### src/rtl/spi_rx_ctrl.sv
module spi_rx_ctrl #(
  parameter int DIV   = 4,
  parameter int DEPTH = 32,
  parameter int NW    = 6
) (
  input  logic          clk,
  input  logic          rst_n,
  input  logic          ctl_we,
  input  logic          ctl_en,
  input  logic          ctl_seq,
  input  logic          ctl_thr32,
  input  logic [NW-1:0] ctl_nbytes,
  input  logic          rd_en,
  input  logic          rd_sel,
  input  logic          ovr_clr,
  input  logic          miso,
  output logic          sclk,
  output logic          cs_n,
  output logic          rx_irq,
  output logic [15:0]   rd_data
);
  localparam int AW = $clog2(DEPTH);
  localparam int LW = $clog2(DEPTH + 1);
  localparam int CW = (DIV > 1) ? $clog2(DIV) : 1;

  logic          busy, stop_q, mode_q, thr_q, uvalid, ovr, tend;
  logic [CW-1:0] cnt;
  logic [2:0]    bitc;
  logic [NW-1:0] rem;
  logic [6:0]    sh;
  logic [7:0]    udata;
  logic [7:0]    mem [DEPTH];
  logic [AW-1:0] wp, rp;
  logic [LW-1:0] lvl;

  wire tick  = busy && (cnt == CW'(DIV - 1));
  wire rise  = tick && !sclk;
  wire fall  = tick && sclk;
  wire done  = rise && (bitc == 3'd7);
  wire [7:0] nb = {sh, miso};
  wire pop   = rd_en && !rd_sel;
  wire full  = (lvl == LW'(DEPTH));
  wire fpop  = pop && mode_q && (lvl != '0);
  wire fpush = done && mode_q && (!full || fpop);
  wire start = ctl_we && !busy && ctl_en;
  wire cfg   = ctl_we && !busy;

  assign cs_n   = !busy;
  assign rx_irq = mode_q ? (lvl >= (thr_q ? LW'(DEPTH) : LW'(DEPTH / 2))) : uvalid;

  wire empty = mode_q ? (lvl == '0) : !uvalid;
  wire [7:0] dbyte = mode_q ? ((lvl != '0) ? mem[rp] : 8'h00) : udata;
  assign rd_data = rd_sel ? {5'b0, tend, ovr, empty, {(8 - LW){1'b0}}, lvl}
                          : {8'h00, dbyte};

  always_ff @(posedge clk or negedge rst_n) begin
    if (!rst_n) begin
      busy <= 1'b0; stop_q <= 1'b0; mode_q <= 1'b0; thr_q <= 1'b0;
      cnt <= '0; bitc <= '0; rem <= '0; sh <= '0; sclk <= 1'b0; tend <= 1'b0;
    end else begin
      if (cfg) begin
        mode_q <= ctl_seq;
        thr_q  <= ctl_thr32;
      end
      if (start) begin
        busy <= 1'b1; stop_q <= 1'b0; tend <= 1'b0;
        cnt <= '0; bitc <= '0; rem <= ctl_nbytes; sclk <= 1'b0;
      end else if (busy) begin
        cnt <= tick ? '0 : cnt + CW'(1);
        if (tick) sclk <= !sclk;
        if (rise) begin
          sh   <= nb[6:0];
          bitc <= bitc + 3'd1;
        end
        if (done) begin
          if (rem == '0) stop_q <= 1'b1;
          else rem <= rem - NW'(1);
        end
        if (fall && stop_q) begin
          busy <= 1'b0;
          tend <= 1'b1;
        end
      end
    end
  end

  always_ff @(posedge clk or negedge rst_n) begin
    if (!rst_n) begin
      uvalid <= 1'b0; udata <= '0; ovr <= 1'b0;
      wp <= '0; rp <= '0; lvl <= '0;
    end else begin
      if (ovr_clr) ovr <= 1'b0;
      if (pop && !mode_q) uvalid <= 1'b0;
      if (done && !mode_q) begin
        if (uvalid && !pop) ovr <= 1'b1;
        else begin
          udata  <= nb;
          uvalid <= 1'b1;
        end
      end
      if (done && mode_q && !fpush) ovr <= 1'b1;
      if (fpush) wp <= wp + AW'(1);
      if (fpop)  rp <= rp + AW'(1);
      if (fpush && !fpop) lvl <= lvl + LW'(1);
      else if (fpop && !fpush) lvl <= lvl - LW'(1);
    end
  end

  always_ff @(posedge clk) begin
    if (fpush) mem[wp] <= nb;
  end

  p_level_max_r5: assert property (@(posedge clk) disable iff (!rst_n)
    lvl <= LW'(DEPTH));
  p_level_step_r5: assert property (@(posedge clk) disable iff (!rst_n)
    (lvl == $past(lvl)) || (lvl == $past(lvl) + LW'(1)) || (lvl == $past(lvl) - LW'(1)));
  p_full_hold_r7: assert property (@(posedge clk) disable iff (!rst_n)
    (full && !pop) |=> full);
  p_ovr_sticky_r4: assert property (@(posedge clk) disable iff (!rst_n)
    (ovr && !ovr_clr) |=> ovr);
  p_mode_lock_r8: assert property (@(posedge clk) disable iff (!rst_n)
    (busy && $past(busy)) |-> $stable(mode_q));
  p_sclk_idle_r2: assert property (@(posedge clk) disable iff (!rst_n)
    cs_n |-> !sclk);
  p_tend_end_r9: assert property (@(posedge clk) disable iff (!rst_n)
    $rose(tend) |-> (cs_n && $past(!cs_n)));
endmodule

### config.mk
export PLATFORM = sky130hd
export DESIGN_NAME = spi_rx_ctrl
export DESIGN_NICKNAME = d
export VERILOG_FILES = /design/src/rtl/spi_rx_ctrl.sv
export SDC_FILE = /design/constraint.sdc
export NUM_CORES = 1
export LEC_CHECK = 0
export ABC_AREA = 1
export BUFFER_PORTS_ARGS = -buffer_cell sky130_fd_sc_hd__buf_2
export CORE_MARGIN = 3
export CORE_UTILIZATION = 35
export CTS_CLUSTER_SIZE = 8
export DETAILED_ROUTE_END_ITERATION = 7
export HOLD_SLACK_MARGIN = 0.08
export PLACE_DENSITY = 0.49
export SLEW_MARGIN = 20
export SYNTH_ARGS = -nofsm -noshare
export SYNTH_HDL_FRONTEND = slang
export SYNTH_SLANG_ARGS = --single-unit
### constraint.sdc
create_clock -name clk -period 7.4 [get_ports clk]
set_input_delay 1.48 -clock clk [delete_from_list [all_inputs] [get_ports clk]]
set_output_delay 1.48 -clock clk [all_outputs]
set_load 0.05 [all_outputs]
== After elaboration in Yosys (flattened, before gate mapping) ==
Memory sizes are Yosys's and may differ from the RTL's.
Cells that the tools add are included.

* Flip-flop bits (word level): 50
* ROM bits: 0
* Logic and storage cells: 116
* Bits in writable memories: 256
* Output and inout bits: 19
* Bits in latches: 0
* Input bits: 16
* Memories kept: 1

{| class="wikitable"
|+ Memory list
! name !! depth !! bits a word !! rd ports !! clocked after memory_dff !! write ports !! RTL line !! source
|-
| mem || 32 || 8 || 1 || 0 || 1 || 32 || <nowiki>logic [7:0] mem [DEPTH];</nowiki>
|}

* Muxes and demuxes: 40
* Add/sub/neg operators: 7
* Order comparisons: 1
* Div/mod/pow operators: 0
* Multipliers: 0
* Shifts and indexed selects: 0
* Equal/unequal tests: 4
* Bitwise operators: 2
* Reductions and logical operators: 45

{| class="wikitable"
|+ Operators by type and width
! cell !! number
|-
| $mux W6 || 7
|-
| $mux W1 || 24
|-
| $logic_and A1 B1 Y1 || 18
|-
| $mux W8 || 2
|-
| $reduce_bool A2 Y1 || 7
|-
| $logic_not A6 Y1 || 2
|-
| $sub A6 B1 Y6 const B || 2
|-
| $mux W11 || 1
|-
| $add A5 B1 Y5 const B || 2
|-
| $logic_not A1 Y1 || 9
|-
| $mux W3 || 3
|-
| $reduce_and A3 Y1 || 3
|-
| $reduce_and A2 Y1 || 4
|-
| $add A6 B1 Y6 const B || 1
|-
| $eq A6 B6 Y1 const B || 1
|-
| $ge A6 B6 Y1 || 1
|-
| $mux W2 || 3
|-
| $reduce_bool A6 Y1 || 1
|-
| $add A3 B1 Y3 const B || 1
|-
| $eq A3 B3 Y1 const B || 1
|-
| $add A2 B1 Y2 const B || 1
|-
| $eq A2 B2 Y1 const B || 1
|-
| $ne A2 B2 Y1 const B || 1
|-
| $not A1 Y1 || 2
|-
| $logic_or A1 B1 Y1 || 1
|}

== Logic depth before layout (Yosys ltp) ==
* Word-level depth: 10
* Mapped depth: 20

== Least setup slack after synthesis ==
No wires, ideal clock.

* Kind: input to output
* From: input port rd_sel
* To: output port rd_data[1]
* Arrival: 2593 ps
* Data required time: 5920 ps
* Slack: 3327 ps
* Stages: 3
* Path through: clkbuf_1 > a21oi_1 > a21oi_1

* Cells in the longest elaborated chain, start to end: 1

{| class="wikitable"
|+ RTL lines
! element !! RTL line !! source
|-
| from (decl) || 14 || <nowiki>input logic rd_sel,</nowiki>
|-
| $mux W11 || 53 || <nowiki>assign rd_data = rd_sel ? {5'b0, tend, ovr, empty, {(8 - LW){1'b0}}, lvl}</nowiki>
|-
| to (decl) || 20 || <nowiki>output logic [15:0] rd_data</nowiki>
|}

Every way passes these cells.

== Final worst setup path ==
* From: register rp[0]
* To: output port rd_data[6]

* Cells in the longest elaborated chain, start to end: 4

{| class="wikitable"
|+ RTL lines
! element !! RTL line !! source
|-
| from (decl) || 33 || <nowiki>logic [AW-1:0] wp, rp;</nowiki>
|-
| from (signal assigned) || 103 || <nowiki>if (fpop) rp <= rp + AW'(1);</nowiki>
|-
| $mem_v2 Z32 W8 || - ||
|-
| $mux W8 (2 in a row) || 52 || <nowiki>wire [7:0] dbyte = mode_q ? ((lvl != '0) ? mem[rp] : 8'h00) : udata;</nowiki>
|-
| $mux W11 || 53 ||
|}

Every way passes these cells.

==> impl_metrics.ini <==
[clocking]
clockRootBuffer = clkbuf_16
clk_pin_slew_ps = 50
clk_path_buf_depth = 3
post_cts_buffers = 0
cts_resized = 0
worstSkewPairLatency_ps = 540
cts.htree.levels = 2
cts.sinks = 306
cts_buffers = 44
cts_tree = yes
cts_hold_buffers = 0

[worst_setup_path]
crit_type = reg -> out
r2r-start = lvl[0]
cp.arrival_ps = 3950
r2r-end = lvl[5]
slowest_delay_ps = 790
start_kind = flip-flop
critPathRequiredTime_ps = 5920
slowest_stage = dfrtp_4
r2r_setup_slack_ps = 4540
crit_path_end_kind = output port
path_max_fanout = 54
worst_r2r_path_depth = 19
cp_cell_sequence = clkinv_2, buf_4, nand2_1, nand3_1, nand3_1, nand3_1, nand2_1, nand3_1, a21oi_1, buf_2
cpMostUsedCell = nand3_1

[synthesis]
synth_common_cells = nand2_1 (403), edfxtp_1 (256), nand3_1 (173)
synth.top_cells.by_area = edfxtp_1 (56%), nand2_1 (11%), dfrtp_1 (9.1%), nand3_1 (6.3%), inv_1 (4.1%)
yosysSeqAreaShare = 0.653
syn_inst = 1340
synth_top_cell_by_area = edfxtp_1
synth_compound_area_frac = 0.0332
synth_cell_types = 42
ys_ff_latch = 306
syn_area_um2 = 13700
synthXorXnorAreaFrac = 0.00704
synth-adder-area-share = 0.0170
yosys.area.top_type_share = 0.562
synthArstFlopShare = 0.163
synth_edf_count = 256
synth_top_family_by_area = simple AND/OR/NAND/NOR gates
synth.mux.area_fraction = 0.00110
syn_area_per_cell_um2 = 10.2
yosys.area_share.simple = 0.220
synth.most_common_cell = nand2_1
yosys_warnings = 0
synth_flop_cell = edfxtp_1

[routing]
wl_met3_um = 1460
top_layer_used = met4
drt_pre_antenna_iters = 5
drtIter0Drc = 678
met2WireLength_um = 16100
avgViaCountPerCell = 4.76
ant_nets = 0
vias = 9114
wire_per_inst_um = 18.2
met1Wirelength_um = 16300
route.detailed.drc = 0
wirelength_um = 34900

[worst_hold_path]
holdCritPathClass = reg -> reg
hold_depth = 2
min_to = tend
hold_start = tend

[die]
initial_core_util = 0.359
core_area_um2 = 38100
dieArea_um2 = 41500
ioPinCount = 35
dieWidth_um = 204
fp-row-count = 71
die_y_um = 204

[outcome]
status = finished clean

[job]
cap_violations = 0

[timing]
hold_viol = 0
setup_viol = 0
holdWs_ps = 487
rsz0062_at_grt = no
worst-slew-pin-transition_ps = 1000
slew_headroom = 0.329
final.setup_skew_ps = 22.7
finalCritPeriodShare = 0.733
fmax_ghz = 0.184
drv_slew = 0
period_needed_ps = 5430
fin_setup_tns_ps = 0

[placement]
gp_routability_congestion = 0.796
hpwl_um = 21200
port_buffers = 29

[global_route]
grt_pass1_vias = 9177
antenna_found_initial = 0
grt_pass1_wl_um = 54700
grt_max_degree = 86
grt_usage = 0.172
grt_overflow = 0

[power_and_ir_drop]
ir_drop_uv = 193
p_leak_uw = 0.00650
p_per_area_nw_per_um2 = 396

[layout]
area_delta_synth_final_pct = 13.8
fill_cells = 3742
drive_gt1_frac = 0.0871
final_nets = 1409
==> power by group <==
group          leakage, uW  total, uW  internal, uW  switching (uW)
clock             0.000616       1890          1170             717
sequential         0.00293       2330          2130             204
combinational      0.00295       1940           525            1410
total              0.00650       6160          3820            2340
==> worst max-delay path, delay by kind of cell, from the launching register on <==
kind | cells | cell delay, ps
buf+inv | 3 | 1580
flops | 1 | 790
compound gates | 1 | 270
simple gates | 6 | 700
==> routing by layer <==
layer	GRT usage	vias to the layer above
li1	-	4478
met1	0.241	4373
met2	0.273	195
met3	0.0284	68
met4	0.0553	0
met5	0	-
==> cells by family after synthesis <==
logic type	count (synthesis)
simple gates	705
compound gates	85
fa+ha+maj	18
xor+xnor	11
flops	306
mux	1
other cells	1
buf+inv	213
==> final cells by class <==
class	instances	area (um^2)	area share
clock buffer	70	1240	0.0797
antenna	1	2.50	0.000161
sequential	306	8940	0.575
clock inverter	2	46.3	0.00297
inverter	153	583	0.0375
tap	511	639	0.0411
multi-input combinational	825	3840	0.247
timing repair buffer	45	265	0.0170
==> how the worst max path moves through the flow <==
| stage | from | end | slack (ps) | cells after the start |
|---|---|---|---|---|
| after floorplan | rd_sel | rd_data[1] | 3330 | 3 |
| after global placement | rp[0] | rd_data[6] | 2490 | 10 |
| after detailed placement | rp[0] | rd_data[6] | 2440 | 10 |
| after CTS | rp[0] | rd_data[6] | 1850 | 10 |
| after global routing | rp[0] | rd_data[6] | 1570 | 10 |
| final | rp[0] | rd_data[6] | 1970 | 10 |
==> sequential cells by signal, indices dropped and copies added, names as in the netlist <==
register and cells:
wp 5, uvalid 1, udata 8, mem 256, busy 1, stop_q 1, mode_q 1, thr_q 1
ovr 1, sh 7, lvl 6, bitc 3, tend 1, rp 5, cnt 2, sclk 1
rem 6
==> through the flow <==
step	std cells	utilization	total power, uW	area, um^2	worst slack [ps]
after floorplan	1344	-	3680	13700	3330
after global placement	1840	0.374	4320	14300	2490
after detailed placement	1840	0.375	4330	14300	2440
after CTS	1912	0.408	6230	15600	1850
after global routing	1912	0.408	6550	15600	1570
final	1913	0.408	6160	15600	1970
==> cell usage in the layout (no fill, tap or decap), types with 5 or more instances in the layout <==
master     instances
nand2_1          403
clkbuf_1          24
conb_1             5
a21oi_1           38
buf_2             29
clkbuf_16         46
o21ai_1            9
nand2_4            9
edfxtp_1         256
inv_1            148
dfrtp_1           48
xor2_1             8
o21ai_0           28
ha_1              17
buf_4             16
nor2_1           100
nand3_1          173
No activity file was read; power rests on OpenSTA's default activity.
